===== src/rtl/busfault_pkg.sv =====
package busfault_pkg;

    localparam int PRIO_W   = 8;
    localparam int DEST_W   = 7;
    localparam int CFG_W    = 1 + PRIO_W + 1 + DEST_W;
    localparam int ERR_W    = 4;

    localparam logic [CFG_W-1:0] CFG_RESET = 17'h13422;

    // Bit order is software-visible: 3 own-address, 2 own-data, 1 foreign-address, 0 foreign-data
    typedef struct packed {
        logic own_addr;
        logic own_data;
        logic oth_addr;
        logic oth_data;
    } err_word_t;

    typedef struct packed {
        logic              enable;
        logic [PRIO_W-1:0] prio;
        logic              pad;
        logic [DEST_W-1:0] dest;
    } irq_cfg_t;

    typedef enum logic {
        SEL_ERR = 1'b0,
        SEL_CFG = 1'b1
    } cfg_sel_e;

    function automatic err_word_t classify(input logic own, input logic addr, input logic data);
        err_word_t e;
        e.own_addr = own  & addr;
        e.own_data = own  & data;
        e.oth_addr = !own & addr;
        e.oth_data = !own & data;
        return e;
    endfunction

    function automatic irq_cfg_t sanitize(input logic [CFG_W-1:0] raw);
        irq_cfg_t c;
        c     = irq_cfg_t'(raw);
        c.pad = 1'b0;
        return c;
    endfunction

endpackage


===== src/rtl/busfault_capture.sv =====
module busfault_capture
    import busfault_pkg::*;
(
    input  logic      clk,
    input  logic      rst,
    input  err_word_t new_err,
    input  logic      clr,
    output err_word_t err_q
);

    // A fresh error beats a clear arriving in the same cycle
    always_ff @(posedge clk) begin
        if (rst) begin
            err_q <= '0;
        end else if (clr) begin
            err_q <= new_err;
        end else begin
            err_q <= err_q | new_err;
        end
    end

    p_own_addr_r2: assert property (@(posedge clk) disable iff (rst)
        new_err.own_addr |=> err_q.own_addr);

    p_own_data_r3: assert property (@(posedge clk) disable iff (rst)
        new_err.own_data |=> err_q.own_data);

    p_foreign_r4: assert property (@(posedge clk) disable iff (rst)
        (new_err.oth_addr || new_err.oth_data) |=>
            (err_q.oth_addr || err_q.oth_data));

    p_sticky_r5: assert property (@(posedge clk) disable iff (rst)
        !clr |=> ((err_q & $past(err_q)) == $past(err_q)));

    p_clear_r6: assert property (@(posedge clk) disable iff (rst)
        (clr && new_err == '0) |=> (err_q == '0));

    p_keep_r7: assert property (@(posedge clk) disable iff (rst)
        (clr && new_err.own_addr) |=> err_q.own_addr);

endmodule


===== src/rtl/busfault_cfg.sv =====
module busfault_cfg
    import busfault_pkg::*;
#(
    parameter logic [CFG_W-1:0] RESET_VAL = CFG_RESET
) (
    input  logic             clk,
    input  logic             rst,
    input  logic             wr,
    input  logic [CFG_W-1:0] wdata,
    output irq_cfg_t         cfg_q
);

    always_ff @(posedge clk) begin
        if (rst) begin
            cfg_q <= sanitize(RESET_VAL);
        end else if (wr) begin
            cfg_q <= sanitize(wdata);
        end
    end

    p_cfg_hold_r8: assert property (@(posedge clk) disable iff (rst)
        !wr |=> $stable(cfg_q));

endmodule


===== src/rtl/busfault_irq.sv =====
module busfault_irq
    import busfault_pkg::*;
(
    input  logic      clk,
    input  logic      rst,
    input  err_word_t new_err,
    input  logic      enable,
    output logic      irq_q
);

    logic fire;

    // Only a sender-side address error qualifies
    assign fire = new_err.own_addr & enable;

    always_ff @(posedge clk) begin
        if (rst) begin
            irq_q <= 1'b0;
        end else begin
            irq_q <= fire;
        end
    end

    p_pulse_r2: assert property (@(posedge clk) disable iff (rst)
        (enable && new_err.own_addr) |=> irq_q);

    p_no_spurious_r9: assert property (@(posedge clk) disable iff (rst)
        !(enable && new_err.own_addr) |=> !irq_q);

endmodule


===== src/rtl/busfault_tracker.sv =====
module busfault_tracker
    import busfault_pkg::*;
#(
    parameter logic [CFG_W-1:0] CFG_INIT = CFG_RESET
) (
    input  logic              clk,
    input  logic              rst,
    input  logic              bus_addr_err,
    input  logic              bus_data_err,
    input  logic              own_txn,
    input  logic              cfg_wr,
    input  logic              cfg_sel,
    input  logic [CFG_W-1:0]  cfg_wdata,
    output logic [CFG_W-1:0]  cfg_rdata,
    output logic              irq_req,
    output logic [PRIO_W-1:0] irq_prio,
    output logic [DEST_W-1:0] irq_dest
);

    localparam int PAD_W = CFG_W - ERR_W;

    err_word_t new_err;
    err_word_t err_q;
    irq_cfg_t  cfg_q;
    cfg_sel_e  sel;
    logic      clr_err;
    logic      wr_cfg;

    assign sel     = cfg_sel_e'(cfg_sel);
    assign new_err = classify(own_txn, bus_addr_err, bus_data_err);
    assign clr_err = cfg_wr && (sel == SEL_ERR);
    assign wr_cfg  = cfg_wr && (sel == SEL_CFG);

    busfault_capture u_capture (
        .clk     (clk),
        .rst     (rst),
        .new_err (new_err),
        .clr     (clr_err),
        .err_q   (err_q)
    );

    busfault_cfg #(
        .RESET_VAL (CFG_INIT)
    ) u_cfg (
        .clk   (clk),
        .rst   (rst),
        .wr    (wr_cfg),
        .wdata (cfg_wdata),
        .cfg_q (cfg_q)
    );

    busfault_irq u_irq (
        .clk     (clk),
        .rst     (rst),
        .new_err (new_err),
        .enable  (cfg_q.enable),
        .irq_q   (irq_req)
    );

    always_comb begin
        unique case (sel)
            SEL_ERR: cfg_rdata = {{PAD_W{1'b0}}, err_q};
            SEL_CFG: cfg_rdata = cfg_q;
            default: cfg_rdata = '0;
        endcase
    end

    assign irq_prio = cfg_q.prio;
    assign irq_dest = cfg_q.dest;

    p_irq_only_sender_r9: assert property (@(posedge clk) disable iff (rst)
        irq_req |-> $past(own_txn && bus_addr_err));

endmodule


===== config.mk =====
export PLATFORM = sky130hd
export DESIGN_NAME = busfault_tracker
export DESIGN_NICKNAME = d
export VERILOG_FILES = /design/src/rtl/busfault_pkg.sv /design/src/rtl/busfault_capture.sv /design/src/rtl/busfault_cfg.sv /design/src/rtl/busfault_irq.sv /design/src/rtl/busfault_tracker.sv
export SDC_FILE = /design/constraint.sdc
export NUM_CORES = 1
export LEC_CHECK = 0
export ABC_AREA = 0
export BUFFER_PORTS_ARGS = -buffer_cell sky130_fd_sc_hd__buf_2
export CAP_MARGIN = 20
export CELL_PAD_IN_SITES_DETAIL_PLACEMENT = 0
export CELL_PAD_IN_SITES_GLOBAL_PLACEMENT = 1
export CORE_ASPECT_RATIO = 1.2
export CORE_UTILIZATION = 33
export DETAILED_ROUTE_END_ITERATION = 8
export PLACE_DENSITY = 0.84
export REMOVE_ABC_BUFFERS = 1
export SLEW_MARGIN = 20
export SYNTH_ARGS = -nofsm -noshare
export SYNTH_HDL_FRONTEND = slang
export SYNTH_HIERARCHICAL = 1
export SYNTH_SLANG_ARGS = --single-unit
export TNS_END_PERCENT = 30

===== constraint.sdc =====
create_clock -name clk -period 1.35 [get_ports clk]
set_input_delay 0 -clock clk [delete_from_list [all_inputs] [get_ports clk]]
set_output_delay 0 -clock clk [all_outputs]
set_load 0.01 [all_outputs]

==> results of run 1 <==
[cells by family after synthesis]
group | after synthesis | share of synthesized area [%]
compound gates | 10 | 7.41
buf+inv | 11 | 8.81
flops | 21 | 42.9
mux | 14 | 16.3
other cells | 1 | 0.383
simple gates | 40 | 24.1
[registers in the layout, indices dropped and copies added, names as in the netlist]
register / cells
u_capture/err_q: 4
u_cfg/cfg_q: 16
u_irq/irq_q: 1
[per-layer routing]
| layer | up-vias | global-route usage (%) |
|---|---|---|
| li1 | 454 | - |
| met5 | - | 0 |
| met3 | 4 | 2.72 |
| met2 | 35 | 28.4 |
| met4 | 0 | 8.11 |
| met1 | 407 | 15.9 |
[area by class of cell]
| cell class | instances | area (sq um) |
|---|---|---|
| fillers | 271 | 1360 |
| multi-input cells | 65 | 473 |
| repair buffers | 75 | 470 |
| flip-flops and latches | 21 | 420 |
| well taps | 34 | 42.5 |
| clock buffers | 4 | 26.3 |
| inverters | 4 | 15.0 |
[cell usage after synthesis, drive strengths merged]
master | n | area share [%]
clkbuf | 1 | 0.51
dfxtp | 21 | 43
a211o | 6 | 5.4
inv | 4 | 1.5
nand2b | 4 | 2.6
conb | 1 | 0.38
and2 | 16 | 10
and2b | 3 | 2.8
buf | 6 | 6.8
and3b | 1 | 0.89
mux2 | 4 | 6.1
nor2b | 6 | 3.8
nor2 | 10 | 3.8
a21oi | 4 | 2.0
mux2i | 10 | 10
[final timing paths]
path / from / endpoint / cells past startpoint
max: u_cfg/cfg_q[3] / cfg_rdata[3] / 2
min: bus_addr_err / u_capture/err_q[1] / 4
max reg2reg: u_cfg/cfg_q[13] / u_cfg/cfg_q[13] / 2
min reg2reg: u_capture/err_q[1] / u_capture/err_q[1] / 2
[through the flow]
| stage | hold slack, ns | cells | instance area [sq um] | setup WS (ns) |
|---|---|---|---|---|
| global route | 0.0415 | 203 | 1450 | 0.253 |
| CTS | 0.0436 | 203 | 1450 | 0.307 |
| detailed placement | 0.211 | 182 | 1250 | 0.262 |
| floorplan | 0.0691 | 90 | 908 | 0.176 |
| finish | 0.0633 | 203 | 1450 | 0.318 |
| global placement | 0.202 | 182 | 1250 | 0.281 |
[report_power, final]
part	leakage (uW)	internal [uW]	switching, uW
registers	0.000173	655	20.6
clock network	0.0000150	115	176
logic	0.000535	165	122
total	0.000723	935	319
[worst max-delay path: stages, from the launching register on]
cell and delay (ns):
dfxtp_1 0.35, mux2_4 0.26, buf_2 0.14
==> run_results.csv, run 1 <==
group,metric,value,unit
detailed_routing,wl_met3,140,um
synthesis,ys.warnings.count,6,
sta,tns,0,ns
floorplan,core,2810,sq um
cts,clock_sinks,21,
cts,cts.repair.resized,0,
cts,cts_made_buffers,3,
synthesis,ys_seq_area_share,42.9,%
detailed_routing,vias,900,
sta,period_needed,1.03,ns
final_layout,syn_to_final_growth,47.8,%
sta,finalSetupViolCount,0,
global_routing,grt_max_degree,22,
sta,final-max-slew-violation-count,0,
power_and_ir_drop,ir_worst_vdd,671,uV
placement,globalplace.congestion,0.675,
final_layout,layout_commonest_cell,"buf_2",
floorplan,die_h,61.7,um
cts,postCtsSetupRepairBufs,0,
power_and_ir_drop,power,1250,uW
power_and_ir_drop,p_leak,0.000723,uW
detailed_routing,finalWirelength,2270,um
cts,hold_buffers,17,
detailed_routing,ant_nets,0,
hold_path,hold_path.class,"in -> reg",
detailed_routing,routed.top_layer,"met4",
cts,h-tree-depth,1,
sta,min_period_over_period,76.4,%
final_layout,final_net_count,194,
final_layout,final_cell_mix,"buf_2, dfxtp_1, dlygate4sd3_1",
cts,cts_buffer_depth,2,
placement,portBuffers,54,
setup_path,end_kind,"output pin",
synthesis,ys_ff_latch,21,
sta,rsz0062_at_grt,"false",
floorplan,pin_count,57,
power_and_ir_drop,p_per_area,866,nW/um^2
sta,skew,0.0000881,ns
synthesis,syn_area_per_cell,10.1,sq um
floorplan,fp-row-count,21,
cts,cts_tree,"built",
detailed_routing,dr_wl_met2,1190,um
floorplan,die_area,3190,sq um
final_layout,post-route-util,51.5,%
cts,clk_pin_slew,0.11,ns
setup_path,path_max_fanout,3,
detailed_routing,wl_per_cell,11.2,um
detailed_routing,drt_iter0_drc,13,
cts,clk_root_buffer_cell,"clkbuf_4",
cts,clk_latency,0.29,ns
setup_path,critPathArrivalTime,1.03,ns
final_layout,diodes,0,
setup_path,start_kind,"flop",
floorplan,die_width,51.7,um
status,outcome,"finished clean",
global_routing,grtUsageTotal,15.1,%
global_routing,gr-total-overflow,0,
detailed_routing,vias_per_cell,4.43,
synthesis,ys_types,19,
detailed_routing,wl_met1,917,um
detailed_routing,firstDrtPassIters,2,
flow_run,cap_violations,0,
placement,dp_hpwl,1570,um
setup_path,cp_data_required_time,1.35,ns
sta,clock.fmax,969,MHz
synthesis,netlist_area,980,sq um
final_layout,drive_gt1_share,39.6,%
setup_path,critical_path_class,"reg -> out",
setup_path,reg2reg_slack,0.54,ns
synthesis,syn-instance-count,97,
global_routing,antenna_found_initial,0,
sta,hold_viol,0,
detailed_routing,remaining_drc_errors,0,
global_routing,first_global_vias,840,
floorplan,start_util,34.8,%
global_routing,grt_pass1_wl,3530,um
No activity file was read; power rests on OpenSTA's default activity.
==> inputs of run 2 (changes only) <==
CORE_UTILIZATION = 27   (was 33)
PLACE_DENSITY = 0.73   (was 0.84)
clock period = 0.85 ns   (was 1.35 ns; I/O delays follow)
==> run_results.csv, run 2 (synthesized netlist as in run 1, its figures left out) <==
group,metric,value,unit
status,outcome,"finished, violations left",
status,violations,"DRC, hold timing, setup timing",
final_layout,fin_area,1570,sq um
global_routing,first_global_vias,871,
final_layout,layout_commonest_cell,"buf_2",
sta,tns,-0.505,ns
cts,h-tree-depth,1,
final_layout,final_cell_mix,"buf_2, dfxtp_2, dlygate4sd3_1",
floorplan,core,3400,sq um
cts,cts_buffer_depth,2,
sta,skew,0.000114,ns
detailed_routing,vias_per_cell,4.37,
final_layout,largest_reg_flops,16,
cts,cts_made_buffers,3,
setup_path,start_kind,"flop",
power_and_ir_drop,p_comb_share,23.2,%
setup_path,cp_top_family,"flip-flops",
setup_path,path_buf_inv,1,
setup_path,cp_slowest_cell,"dfxtp_2",
cts,clk_root_buffer_cell,"clkbuf_8",
global_routing,gr-total-overflow,0,
sta,period_needed,0.968,ns
final_layout,post-route-util,46.2,%
floorplan,start_util,28.9,%
hold_path,hold_end,"u_cfg/cfg_q[4]",
floorplan,die_width,57.0,um
final_layout,diodes,0,
detailed_routing,ant_nets,0,
placement,dpl_cell_area,1270,sq um
final_layout,final_net_count,195,
detailed_routing,wl_per_cell,11.9,um
setup_path,critPathArrivalTime,0.97,ns
cts,cts_tree,"built",
cts,clk_pin_slew,0.07,ns
sta,finalWorstSetupSlack,-0.118,ns
setup_path,rr_startpoint,"u_cfg/cfg_q[1]",
final_layout,fill_cells,338,
final_layout,top_register,"u_cfg/cfg_q",
placement,globalplace.congestion,0.648,
setup_path,cp.depth,2,
power_and_ir_drop,switching_share,23.9,%
floorplan,die_h,68.0,um
power_and_ir_drop,p_leak,0.000763,uW
sta,rsz0062_at_grt,"true",
setup_path,critical_path_class,"reg -> out",
cts,clk_latency,0.25,ns
power_and_ir_drop,ir_worst_vdd,944,uV
floorplan,pin_count,57,
power_and_ir_drop,pwr-share-clk,27.8,%
cts,clock_sinks,21,
setup_path,end_kind,"output pin",
power_and_ir_drop,switchingPower,530,uW
floorplan,die_area,3870,sq um
global_routing,grt_max_degree,22,
global_routing,grt_pass1_wl,3820,um
placement,portBuffers,54,
sta,finalSetupViolCount,5,
final_layout,drive_gt1_share,55.9,%
setup_path,path_max_fanout,2,
setup_path,worst-r2r-cell-count,3,
sta,holdWs,-0.000831,ns
hold_path,holdPathStages,3,
setup_path,cp_slowest_stage_delay,0.32,ns
detailed_routing,remaining_drc_errors,6,
setup_path,cp_data_required_time,0.85,ns
power_and_ir_drop,p_per_area,1420,nW/um^2
floorplan,fp-row-count,23,
detailed_routing,finalWirelength,2450,um
power_and_ir_drop,power,2220,uW
global_routing,antenna_found_initial,0,
flow_run,cap_violations,0,
sta,hold_viol,1,
global_routing,grtUsageTotal,12.8,%
hold_path,hold_path.class,"in -> reg",
detailed_routing,vias,904,
sta,clock.fmax,1030,MHz
sta,min_period_over_period,114,%
hold_path,holdCritStartpoint,"cfg_wdata[4]",
power_and_ir_drop,p_seq_share,49.0,%
sta,final-max-slew-violation-count,0,
final_layout,syn_to_final_growth,60.0,%
setup_path,regToRegEndpoint,"u_cfg/cfg_q[1]",
placement,dp_hpwl,1770,um
detailed_routing,firstDrtPassIters,6,
power_and_ir_drop,p_int,1690,uW
detailed_routing,drt_iter0_drc,21,
final_layout,largest_registers,"u_cfg/cfg_q: 16 flops, u_capture/err_q: 4 flops, u_irq/irq_q: 1 flops",
setup_path,crit_chain,"mux2_4 > buf_6",
setup_path,reg2reg_slack,-0.06,ns
run 2: worst max-delay path by stage:
stage	from	endpoint
6_report	u_capture/err_q[1]	cfg_rdata[1]
5_1_grt	u_capture/err_q[1]	cfg_rdata[1]
4_1_cts	u_capture/err_q[2]	cfg_rdata[2]
3_5_place_dp	cfg_sel	u_cfg/cfg_q[12]
3_3_place_gp	cfg_wr	u_cfg/cfg_q[12]
2_1_floorplan	cfg_wr	u_cfg/cfg_q[1]
run 2: final cells by class:
type / count / area [sq um] / share of cell area, %
Tap cell: 37 / 46.3 / 2.95
Inverter: 4 / 15.0 / 0.958
Multi-Input combinational cell: 65 / 483 / 30.8
Sequential cell: 21 / 444 / 28.3
Timing Repair Buffer: 76 / 534 / 34.1
Clock buffer: 4 / 45.0 / 2.87
run 2: repair_timing:
action | CTS | global route
pin swaps | 11 | 1
hold buffers | 13 | 0
resized for setup | 21 | 13
buffers inserted | 3 | 0
endpoints found under the setup margin | 15 | 20
endpoints found under the hold margin | 13 | 0
run 2: worst register-to-register path, cell delays in order, from the launching register on:
cell and delay, ns:
dfxtp_2 0.33, buf_6 0.11, and2b_4 0.15, a211o_1 0.22
run 2: layer usage:
metal / wire length (um) / share of wire (%) / GRT usage [%]
met1: 1120 / 46 / 16.3
met5: 0 / 0 / 0
met2: 1180 / 48 / 21.8
met4: 8 / 0.33 / 4.57
met3: 142 / 5.8 / 2.08
run 2: power groups by stage:
stage	Clock [uW]	Combinational [uW]	Sequential [uW]
after floorplan	0	188	1110
after global placement	0	398	1100
after detailed placement	0	406	1100
after CTS	645	487	1080
after global routing	687	562	1090
final	618	515	1090
run 2: metrics by stage:
step | cells | worst slack, ns | hold slack (ns)
final | 207 | -0.118 | -0.000831
after global routing | 207 | -0.141 | 0.00938
after CTS | 207 | -0.118 | 0.00379
after detailed placement | 187 | -0.113 | 0.219
after global placement | 187 | -0.0495 | 0.211
after floorplan | 90 | -0.324 | 0.0691
